File: config.mk
export PLATFORM = sky130hd
export DESIGN_NAME = mdio_master
export DESIGN_NICKNAME = d
export VERILOG_FILES = /design/src/rtl/mdio_pkg.sv /design/src/rtl/mdio_clkgen.sv /design/src/rtl/mdio_frame_seq.sv /design/src/rtl/mdio_master.sv
export SDC_FILE = /design/constraint.sdc
export NUM_CORES = 1
export LEC_CHECK = 0
export BUFFER_PORTS_ARGS = -buffer_cell sky130_fd_sc_hd__buf_2
export CAP_MARGIN = 10
export CORE_MARGIN = 3
export CORE_UTILIZATION = 24
export CTS_CLUSTER_DIAMETER = 30
export DETAILED_ROUTE_END_ITERATION = 10
export SYNTH_ARGS = -nofsm -noshare
export SYNTH_HDL_FRONTEND = slang
export SYNTH_SLANG_ARGS = --single-unit
export TNS_END_PERCENT = 100
File: constraint.sdc
create_clock -name clk -period 3.77 [get_ports clk]
set_input_delay 0.377 -clock clk [delete_from_list [all_inputs] [get_ports clk]]
set_output_delay 0.377 -clock clk [all_outputs]
set_load 0.05 [all_outputs]
File: src/rtl/mdio_pkg.sv
// Package: shared frame constants, command type and frame helpers for the
// MDIO master. Assumes the standard 64-slot frame (32 preamble + 32 body).
package mdio_pkg;

    localparam int ADDR_W     = 5;
    localparam int DATA_W     = 16;
    localparam int PRE_BITS   = 32;
    localparam int FRAME_BITS = PRE_BITS + 2 + 2 + 2 * ADDR_W + 2 + DATA_W;
    localparam int TA_SLOT    = PRE_BITS + 4 + 2 * ADDR_W;
    localparam int DATA_SLOT  = TA_SLOT + 2;
    localparam int IDX_W      = $clog2(FRAME_BITS + 1);

    typedef enum logic [1:0] {
        SQ_IDLE  = 2'd0,
        SQ_SHIFT = 2'd1,
        SQ_REST  = 2'd2
    } seq_state_t;

    typedef struct packed {
        logic              c45;
        logic [1:0]        op;
        logic [ADDR_W-1:0] port;
        logic [ADDR_W-1:0] dev;
        logic [DATA_W-1:0] data;
    } mdio_cmd_t;

    // Decide whether a command releases the line for returned data
    function automatic logic cmd_is_read(input mdio_cmd_t c);
        if (c.c45) begin
            return c.op[1];
        end
        return (c.op == 2'b10);
    endfunction

    // Assemble the full serial frame, first slot in the MSB
    function automatic logic [FRAME_BITS-1:0] build_frame(input mdio_cmd_t c);
        logic [1:0] st;
        st = c.c45 ? 2'b00 : 2'b01;
        return {{PRE_BITS{1'b1}}, st, c.op, c.port, c.dev, 2'b10, c.data};
    endfunction

endpackage

File: src/rtl/mdio_clkgen.sv
// Module: management clock generator. Splits each bit slot into HALF_DIV
// system clocks low then HALF_DIV high, and flags the last cycle of a slot.
// Assumes run stays high for whole slots; when run is low mdc rests low.
module mdio_clkgen #(
    parameter int HALF_DIV = 10
) (
    input  logic clk,
    input  logic rst_n,
    input  logic run,
    output logic mdc,
    output logic slot_end
);
    localparam int CNT_W = (2 * HALF_DIV > 1) ? $clog2(2 * HALF_DIV) : 1;
    localparam logic [CNT_W-1:0] LAST_C = CNT_W'(2 * HALF_DIV - 1);
    localparam logic [CNT_W-1:0] RISE_C = CNT_W'(HALF_DIV - 1);
    localparam logic [CNT_W-1:0] HALF_C = CNT_W'(HALF_DIV);

    logic [CNT_W-1:0] phase_q;
    logic             mdc_q;

    assign slot_end = run && (phase_q == LAST_C);
    assign mdc      = mdc_q;

    // Phase counter and clock level for the current slot
    always_ff @(posedge clk) begin
        if (!rst_n || !run) begin
            phase_q <= '0;
            mdc_q   <= 1'b0;
        end else begin
            phase_q <= (phase_q == LAST_C) ? '0 : phase_q + 1'b1;
            if (phase_q == RISE_C) begin
                mdc_q <= 1'b1;
            end else if (phase_q == LAST_C) begin
                mdc_q <= 1'b0;
            end
        end
    end

    // Checker: length of each high phase of mdc
    logic [CNT_W-1:0] hi_len_q;
    always_ff @(posedge clk) begin
        if (!rst_n || !mdc_q) begin
            hi_len_q <= '0;
        end else begin
            hi_len_q <= hi_len_q + 1'b1;
        end
    end

    p_mdc_high_len_r2: assert property (@(posedge clk) disable iff (!rst_n)
        $fell(mdc_q) |-> (hi_len_q == HALF_C));

    p_mdc_rest_low_r2: assert property (@(posedge clk) disable iff (!rst_n)
        !run |=> !mdc_q);

endmodule

File: src/rtl/mdio_frame_seq.sv
// Module: frame sequencer. Latches a command while idle, shifts the frame
// out one slot per slot_end, releases the line on reads, captures read data
// at falling mdc edges, rests one released slot, then strobes done.
// Assumes slot_end comes from the clock generator and coincides with the
// falling mdc edge.
module mdio_frame_seq
    import mdio_pkg::*;
(
    input  logic              clk,
    input  logic              rst_n,
    input  logic              cmd_valid,
    input  mdio_cmd_t         cmd,
    input  logic              slot_end,
    input  logic              mdio_i,
    output logic              run,
    output logic              busy,
    output logic              done,
    output logic              mdio_o,
    output logic              mdio_oe,
    output logic [DATA_W-1:0] rdata
);
    localparam logic [IDX_W-1:0] LAST_IDX   = IDX_W'(FRAME_BITS - 1);
    localparam logic [IDX_W-1:0] PRE_TA_IDX = IDX_W'(TA_SLOT - 1);
    localparam logic [IDX_W-1:0] TA_IDX     = IDX_W'(TA_SLOT);
    localparam logic [IDX_W-1:0] DAT_IDX    = IDX_W'(DATA_SLOT);

    seq_state_t            state_q;
    logic [IDX_W-1:0]      idx_q;
    logic [FRAME_BITS-1:0] shreg_q;
    logic                  rd_q;
    logic [DATA_W-1:0]     cap_q;
    logic [DATA_W-1:0]     rdata_q;
    logic                  done_q;
    logic                  o_q;
    logic                  oe_q;
    logic [FRAME_BITS-1:0] frame_w;

    assign frame_w = build_frame(cmd);
    assign busy    = (state_q != SQ_IDLE);
    assign run     = busy;
    assign done    = done_q;
    assign mdio_o  = o_q;
    assign mdio_oe = oe_q;
    assign rdata   = rdata_q;

    // Main sequencer: accept, shift, rest, finish
    always_ff @(posedge clk) begin
        if (!rst_n) begin
            state_q <= SQ_IDLE;
            idx_q   <= '0;
            shreg_q <= '0;
            rd_q    <= 1'b0;
            cap_q   <= '0;
            rdata_q <= '0;
            done_q  <= 1'b0;
            o_q     <= 1'b0;
            oe_q    <= 1'b0;
        end else begin
            done_q <= 1'b0;
            case (state_q)
                SQ_IDLE: begin
                    if (cmd_valid) begin
                        shreg_q <= frame_w << 1;
                        o_q     <= frame_w[FRAME_BITS-1];
                        oe_q    <= 1'b1;
                        rd_q    <= cmd_is_read(cmd);
                        idx_q   <= '0;
                        state_q <= SQ_SHIFT;
                    end
                end
                SQ_SHIFT: begin
                    if (slot_end) begin
                        if (rd_q && (idx_q >= DAT_IDX)) begin
                            cap_q <= {cap_q[DATA_W-2:0], mdio_i};
                        end
                        idx_q <= idx_q + 1'b1;
                        if (idx_q == LAST_IDX) begin
                            oe_q    <= 1'b0;
                            o_q     <= 1'b0;
                            state_q <= SQ_REST;
                        end else begin
                            o_q     <= shreg_q[FRAME_BITS-1];
                            shreg_q <= shreg_q << 1;
                            oe_q    <= !(rd_q && (idx_q >= PRE_TA_IDX));
                        end
                    end
                end
                SQ_REST: begin
                    if (slot_end) begin
                        state_q <= SQ_IDLE;
                        done_q  <= 1'b1;
                        if (rd_q) begin
                            rdata_q <= cap_q;
                        end
                    end
                end
                default: state_q <= SQ_IDLE;
            endcase
        end
    end

    p_idle_released_r10: assert property (@(posedge clk) disable iff (!rst_n)
        !busy |-> !mdio_oe);

    p_read_release_r7: assert property (@(posedge clk) disable iff (!rst_n)
        (state_q == SQ_SHIFT && rd_q && idx_q >= TA_IDX) |-> !mdio_oe);

    p_done_single_r10: assert property (@(posedge clk) disable iff (!rst_n)
        done |=> !done);

    p_done_ends_busy_r10: assert property (@(posedge clk) disable iff (!rst_n)
        done |-> (!busy && $past(busy)));

    p_cmd_locked_r11: assert property (@(posedge clk) disable iff (!rst_n)
        busy |=> $stable(rd_q));

    p_rdata_hold_r12: assert property (@(posedge clk) disable iff (!rst_n)
        !done |-> $stable(rdata_q));

endmodule

File: src/rtl/mdio_master.sv
// Module: MDIO management master top. Packs host command fields, ties the
// clock generator to the frame sequencer and exposes the tri-state pins.
// Assumes an external pull-up on the data line and HALF_DIV chosen so that
// mdc stays at or below 2.5 MHz (10 at a 50 MHz system clock).
module mdio_master #(
    parameter int HALF_DIV = 10
) (
    input  logic        clk,
    input  logic        rst_n,
    input  logic        cmd_valid,
    input  logic        cmd_c45,
    input  logic [1:0]  cmd_op,
    input  logic [4:0]  cmd_port,
    input  logic [4:0]  cmd_dev,
    input  logic [15:0] cmd_wdata,
    output logic        busy,
    output logic        done,
    output logic [15:0] rdata,
    output logic        mdc,
    output logic        mdio_o,
    output logic        mdio_oe,
    input  logic        mdio_i
);
    import mdio_pkg::*;

    mdio_cmd_t cmd_w;
    logic      run_w;
    logic      slot_end_w;

    // Gather the host fields into one command word
    always_comb begin
        cmd_w.c45  = cmd_c45;
        cmd_w.op   = cmd_op;
        cmd_w.port = cmd_port;
        cmd_w.dev  = cmd_dev;
        cmd_w.data = cmd_wdata;
    end

    mdio_clkgen #(.HALF_DIV(HALF_DIV)) u_clkgen (
        .clk      (clk),
        .rst_n    (rst_n),
        .run      (run_w),
        .mdc      (mdc),
        .slot_end (slot_end_w)
    );

    mdio_frame_seq u_seq (
        .clk       (clk),
        .rst_n     (rst_n),
        .cmd_valid (cmd_valid),
        .cmd       (cmd_w),
        .slot_end  (slot_end_w),
        .mdio_i    (mdio_i),
        .run       (run_w),
        .busy      (busy),
        .done      (done),
        .mdio_o    (mdio_o),
        .mdio_oe   (mdio_oe),
        .rdata     (rdata)
    );

    p_mdc_idle_low_r2: assert property (@(posedge clk) disable iff (!rst_n)
        !busy |-> !mdc);

    p_line_steady_at_rise_r9: assert property (@(posedge clk) disable iff (!rst_n)
        $rose(mdc) |-> ($stable(mdio_o) && $stable(mdio_oe)));

endmodule

==> impl_metrics.toml, run 1 <==
[pwr]
p_per_area_nw_per_um2 = 533
total_leakage_power_nw = 2.33
ir_worst_vdd_uv = 332

[synth]
synth.distinct_cells = 40
synth_enable_flop_cells = 0
ys_ff_latch = 114
syn_inst = 495
synth_top_area_share_pct = 50.0
synth_largest_area_cell = "dfxtp_1"
synth_area_leaders = "dfxtp_1 50%, mux2i_1 7.2%, nor3_1 6.6%, nand2_1 5.8%, a311oi_1 5.2%"
synthArstFlopShare_pct = 0
synthesis.nets = 533
synth_area_um2 = 4560
yosysWarnings = 0
syn_avg_cell_area_um2 = 9.22
yosysSeqAreaShare_pct = 50.0
synth_top_flop_cell = "dfxtp_1"

[sta]
hold_viol = 0
fmaxAchievable_mhz = 442
fin_crit_ns = 2.26
slew_headroom_pct = 53.4
setup_tns_ns = 0
grt_setup_unrepaired = "no"
slew_violations = 0
worst_slew_pin_slew_ns = 0.697
finalCritPeriodShare_pct = 60.0
skew_ns = 0.0130
setup_viol = 0

[worst_setup_path]
crit_slowest_cell = "buf_4"
critPathKind = "register to register"
critPathMaxFanout = 48
start_kind = "register"
crit_chain = "ha_1 > and4bb_2 > o211ai_2 > buf_4 > nand2_1 > buf_4 > a311oi_1"
cpPeakStageDelay_ns = 0.43
crit_arrival_ns = 2.50
path_buf_inv = 2
crit_family = "buffers and inverters"
critPathCaptureType = "register"
cp.required_ns = 4.01
path_common_cell = "buf_4"

[die]
die_h_um = 144
io_pins = 54
start_util_pct = 24.9
die_area_um2 = 20700
coreArea_um2 = 18300
die_w_um = 144
num_rows = 49

[grt]
grt_pass1_wl_um = 16800
grt_usage_pct = 10.1
grt_pass1_vias = 3399
overflow = 0
antenna_found_initial = 1
grt_max_degree = 49

[clock_network]
post_cts_buffers = 0
cts-root-buf = "clkbuf_16"
ctsResizeCount = 0
tritoncts = "built"
cts_sinks = 114
cts_buffers = 17
hold_buffers = 0
clk_pin_slew_ns = 0.05
h-tree-depth = 4
cts_buffer_depth = 2
clock_latency_ns = 0.40

[drt]
drt-wirelength-per-cell_um = 12.8
drt_iter0_drc = 201
ant_nets = 0
route.detailed.drc = 0
vias_per_cell = 4.60
drt-pass1-iter-count = 5
via_count = 3549
wirelength_um = 9860

[cells_and_area]
final_common_cell = "dfxtp_1"
final_cells = 771
fin_area_um2 = 5480
finalNetCount = 569
diodes = 0
layout-drive-gt1-share_pct = 20.8
fill_cells = 1922
postLayoutCoreUtil_pct = 29.9
mostFrequentLayoutCells = "114 x dfxtp_1, 70 x nand2_1, 61 x nor2_1, 60 x nor3_1, 53 x buf_2"
syn_to_final_growth_pct = 20.1

[run_status]
outcome = "complete, no violations"

[placed_design]
dpl-instance-area_um2 = 4940
place_congestion = 0.744
place_inst = 741
port_buffers = 53
dpl.hpwl_um = 5930

[flow_run]
cap_violations = 0

[min_path]
hold_path.class = "primary input to register"
[final cells by class]
| class | count | area (um2) | area share [%] |
|---|---|---|---|
| Sequential cell | 114 | 2280 | 41.7 |
| Timing Repair Buffer | 60 | 318 | 5.80 |
| Multi-Input combinational cell | 329 | 2020 | 36.9 |
| Tap cell | 229 | 287 | 5.23 |
| Clock inverter | 10 | 88.8 | 1.62 |
| Inverter | 9 | 33.8 | 0.617 |
| Clock buffer | 20 | 447 | 8.15 |
[power by group]
| group | switching [W] | internal, W | total, W |
|---|---|---|---|
| logic | 0.000109 | 0.0000738 | 0.000183 |
| clock network | 0.000535 | 0.000911 | 0.00145 |
| registers | 0.0000286 | 0.00126 | 0.00129 |
[kinds of logic (layout without fill, tap and decap cells)]
group / Yosys count / in the layout / synth area share, %
simple gates: 217 / 217 / 21.5
mux: 33 / 33 / 7.24
xor+xnor: 8 / 8 / 1.54
fa+ha+maj: 5 / 5 / 1.37
compound gates: 66 / 66 / 12.6
flops: 114 / 114 / 50.0
buf+inv: 52 / 99 / 5.70
[sequential cells by signal, summed over array words and instances (netlist names)]
register / cells
u_clkgen.mdc: 1
u_seq.done: 1
u_seq.mdio_oe: 1
u_clkgen.phase_q: 5
u_seq.mdio_o: 1
u_seq.cap_q: 16
u_seq.rd_q: 1
u_seq.idx_q: 7
u_seq.shreg_q: 63
u_seq.rdata: 16
u_seq.state_q: 2
[metrics by stage]
| step | hold slack [ns] | total power (W) | setup WS, ns |
|---|---|---|---|
| after floorplan | 0.432 | 0.00145 | 1.87 |
| after global placement | 0.440 | 0.00150 | 1.56 |
| after detailed placement | 0.450 | 0.00150 | 1.54 |
| after CTS | 0.207 | 0.00296 | 1.52 |
| after global routing | 0.218 | 0.00305 | 1.34 |
| final | 0.220 | 0.00292 | 1.51 |
[routing by layer]
| metal | GRT usage, % | routed length, um | part of all wire, % |
|---|---|---|---|
| met3 | 3.06 | 546 | 5.5 |
| met5 | 0 | 7 | 0.071 |
| met1 | 13.2 | 4660 | 47 |
| met2 | 15.6 | 4580 | 46 |
| met4 | 4.36 | 65 | 0.66 |
[cell usage after synthesis (6+ instances only)]
library cell	number
mux2i_1	33
nor3_1	60
a311oi_1	27
a21oi_1	6
xnor2_1	6
o221a_2	17
nand2_1	70
dfxtp_1	114
inv_1	8
buf_6	7
nand3_1	11
clkbuf_1	25
nor2_1	61
buf_2	9
[final timing paths]
kind	startpoint	depth (start not counted)	slack [ns]	end
worst max-delay path	u_clkgen.phase_q[0]	7	1.51	u_seq.shreg_q[4]
worst min register to register	u_seq.shreg_q[17]	2	0.46	u_seq.shreg_q[17]
worst max register to register	u_clkgen.phase_q[0]	7	1.51	u_seq.shreg_q[4]
worst min-delay path	mdio_i	3	0.22	u_seq.cap_q[0]
[worst reg2reg max path, stage by stage, from the launching register on]
cell,delay (ns)
dfxtp_1,0.37
ha_1,0.31
and4bb_2,0.34
o211ai_2,0.09
buf_4,0.25
nand2_1,0.11
buf_4,0.43
a311oi_1,0.22
(Power assumes the default switching activity.)
==> run 2, diff against run 1 <==
clock period = 1.9 ns   (was 3.77 ns; I/O delays follow)
==> impl_metrics.toml, run 2 (synthesized netlist as in run 1, its figures left out) <==
[worst_setup_path]
start_kind = "register"
endpoint = "u_seq.cap_q[12]"
critPathKind = "register to register"
worstSetupStartpoint = "u_clkgen.phase_q[1]"
reg2reg_slack_ns = 0.12
critPathCaptureType = "register"
r2r-start = "u_clkgen.phase_q[1]"
crit_arrival_ns = 2.06
rr_endpoint = "u_seq.cap_q[12]"
reg2reg_depth = 5
cp.required_ns = 2.18
critPathMaxFanout = 16

[pwr]
ir_worst_vdd_uv = 610
p_sw_w = 0.00145
p_per_area_nw_per_um2 = 1050
seq_power_share_pct = 42.9
power_frac_comb_pct = 6.4
clkPwrFrac_pct = 50.7
total_leakage_power_nw = 2.40
intPower_w = 0.00451
p_sw_share_pct = 24.3

[sta]
setup_viol = 0
grt_setup_unrepaired = "no"
slew_violations = 0
worst_slew_pin_slew_ns = 0.390
fin_crit_ns = 1.78
final.setup.worst_slack_ns = 0.119
skew_ns = 0.0136
finalCritPeriodShare_pct = 93.7
fmaxAchievable_mhz = 562
setup_tns_ns = 0
slew_headroom_pct = 74.0
hold_viol = 0

[grt]
overflow = 0
grt_max_degree = 49
grt_usage_pct = 9.91
grt_pass1_wl_um = 16500
grt_pass1_vias = 3422
antenna_found_initial = 1

[drt]
wirelength_um = 10100
vias_per_cell = 4.61
via_count = 3604
route.detailed.drc = 0
ant_nets = 0
drt-pass1-iter-count = 4
drt_iter0_drc = 223
drt-wirelength-per-cell_um = 12.9

[die]
die_w_um = 144
start_util_pct = 24.9
num_rows = 49
io_pins = 54
die_h_um = 144
coreArea_um2 = 18300
die_area_um2 = 20700

[cells_and_area]
regArea_um2 = 2280
diodes = 0
syn_to_final_growth_pct = 24.0
largest-register = "u_seq.shreg_q"
final_common_cell = "dfxtp_1"
mostFrequentLayoutCells = "114 x dfxtp_1, 70 x nand2_1, 61 x nor2_1, 60 x nor3_1, 53 x buf_2"
layout-drive-gt1-share_pct = 22.6
multi_input_area_um2 = 2030
fill_cells = 1890
largest_register_ffs = 63
finalNetCount = 577

[flow_run]
cap_violations = 0

[clock_network]
clock_latency_ns = 0.41
cts_buffers = 17
tritoncts = "built"
post_cts_buffers = 0
cts_buffer_depth = 2
hold_buffers = 0
ctsResizeCount = 0
clk_pin_slew_ns = 0.06
cts-root-buf = "clkbuf_16"
cts_sinks = 114
h-tree-depth = 4

[placed_design]
place_ws_ns = 0.124
place_congestion = 0.714
port_buffers = 53
dpl.hpwl_um = 6010

[run_status]
outcome = "complete, no violations"

[min_path]
hold_path.class = "primary input to register"
==> run 2: cell types whose count changed in the layout (fill, tap and decap cells not counted), moves of 2 or more <==
| cell | previous run | this run |
|---|---|---|
| clkinvlp_4 | 1 | 3 |
| inv_6 | 0 | 5 |
| buf_12 | 0 | 5 |
| buf_4 | 7 | 9 |
| clkinv_2 | 5 | 2 |
==> run 2: critical path, stage by stage (launching register included) <==
cell and delay, ns:
dfxtp_1 0.36, ha_1 0.24, nand4bb_4 0.13, or4_4 0.66, mux2i_1 0.21, nor2_1 0.06
==> run 2: area by class of cell <==
class	count	area share (%)
flip-flops and latches	114	40.3
multi-input cells	329	35.9
repair buffers	68	8.09
clock buffers	19	7.83
well taps	229	5.06
clock inverters	13	2.19
inverters	9	0.597
==> run 2: worst min path at each step <==
stage / end / from / slack, ns / cells after the start
after global routing: u_seq.shreg_q[20] / cmd_dev[1] / 0.05 / 3
after global placement: u_seq.rd_q / u_seq.rd_q / 0.44 / 2
after CTS: u_seq.cap_q[0] / mdio_i / 0.01 / 3
after detailed placement: u_seq.cap_q[0] / mdio_i / 0.44 / 3
after floorplan: u_seq.shreg_q[1] / cmd_wdata[0] / 0.32 / 2
final: u_seq.shreg_q[1] / cmd_wdata[0] / 0.03 / 3
==> run 2: layer usage <==
| metal | global-route usage [%] | share of wire, % | wire length (um) | up-vias |
|---|---|---|---|---|
| met5 | 0 | 0.13 | 13 | - |
| met4 | 4.46 | 1.4 | 137 | 2 |
| met3 | 3.29 | 5.2 | 521 | 14 |
| met2 | 14.6 | 42 | 4270 | 67 |
| met1 | 13.1 | 51 | 5130 | 1675 |
| li1 | - | - | - | 1846 |
==> run 2: power by group through the flow <==
stage	Clock, W	Combinational (W)	Sequential, W
finish	0.00302	0.000380	0.00256
global route	0.00319	0.000429	0.00257
CTS	0.00310	0.000387	0.00256
detailed placement	0	0.000386	0.00261
global placement	0	0.000383	0.00261
floorplan	0	0.000263	0.00261
==> run 2: stage by stage <==
stage	std cells	utilization [%]	cell area (um2)	total power, W	hold slack (ns)
after floorplan	495	-	4560	0.00287	0.320
after global placement	748	27.6	5060	0.00299	0.444
after detailed placement	748	27.6	5060	0.00300	0.443
after CTS	780	30.7	5630	0.00604	0.0136
after global routing	781	30.9	5660	0.00619	0.0516
final	781	30.9	5660	0.00596	0.0314
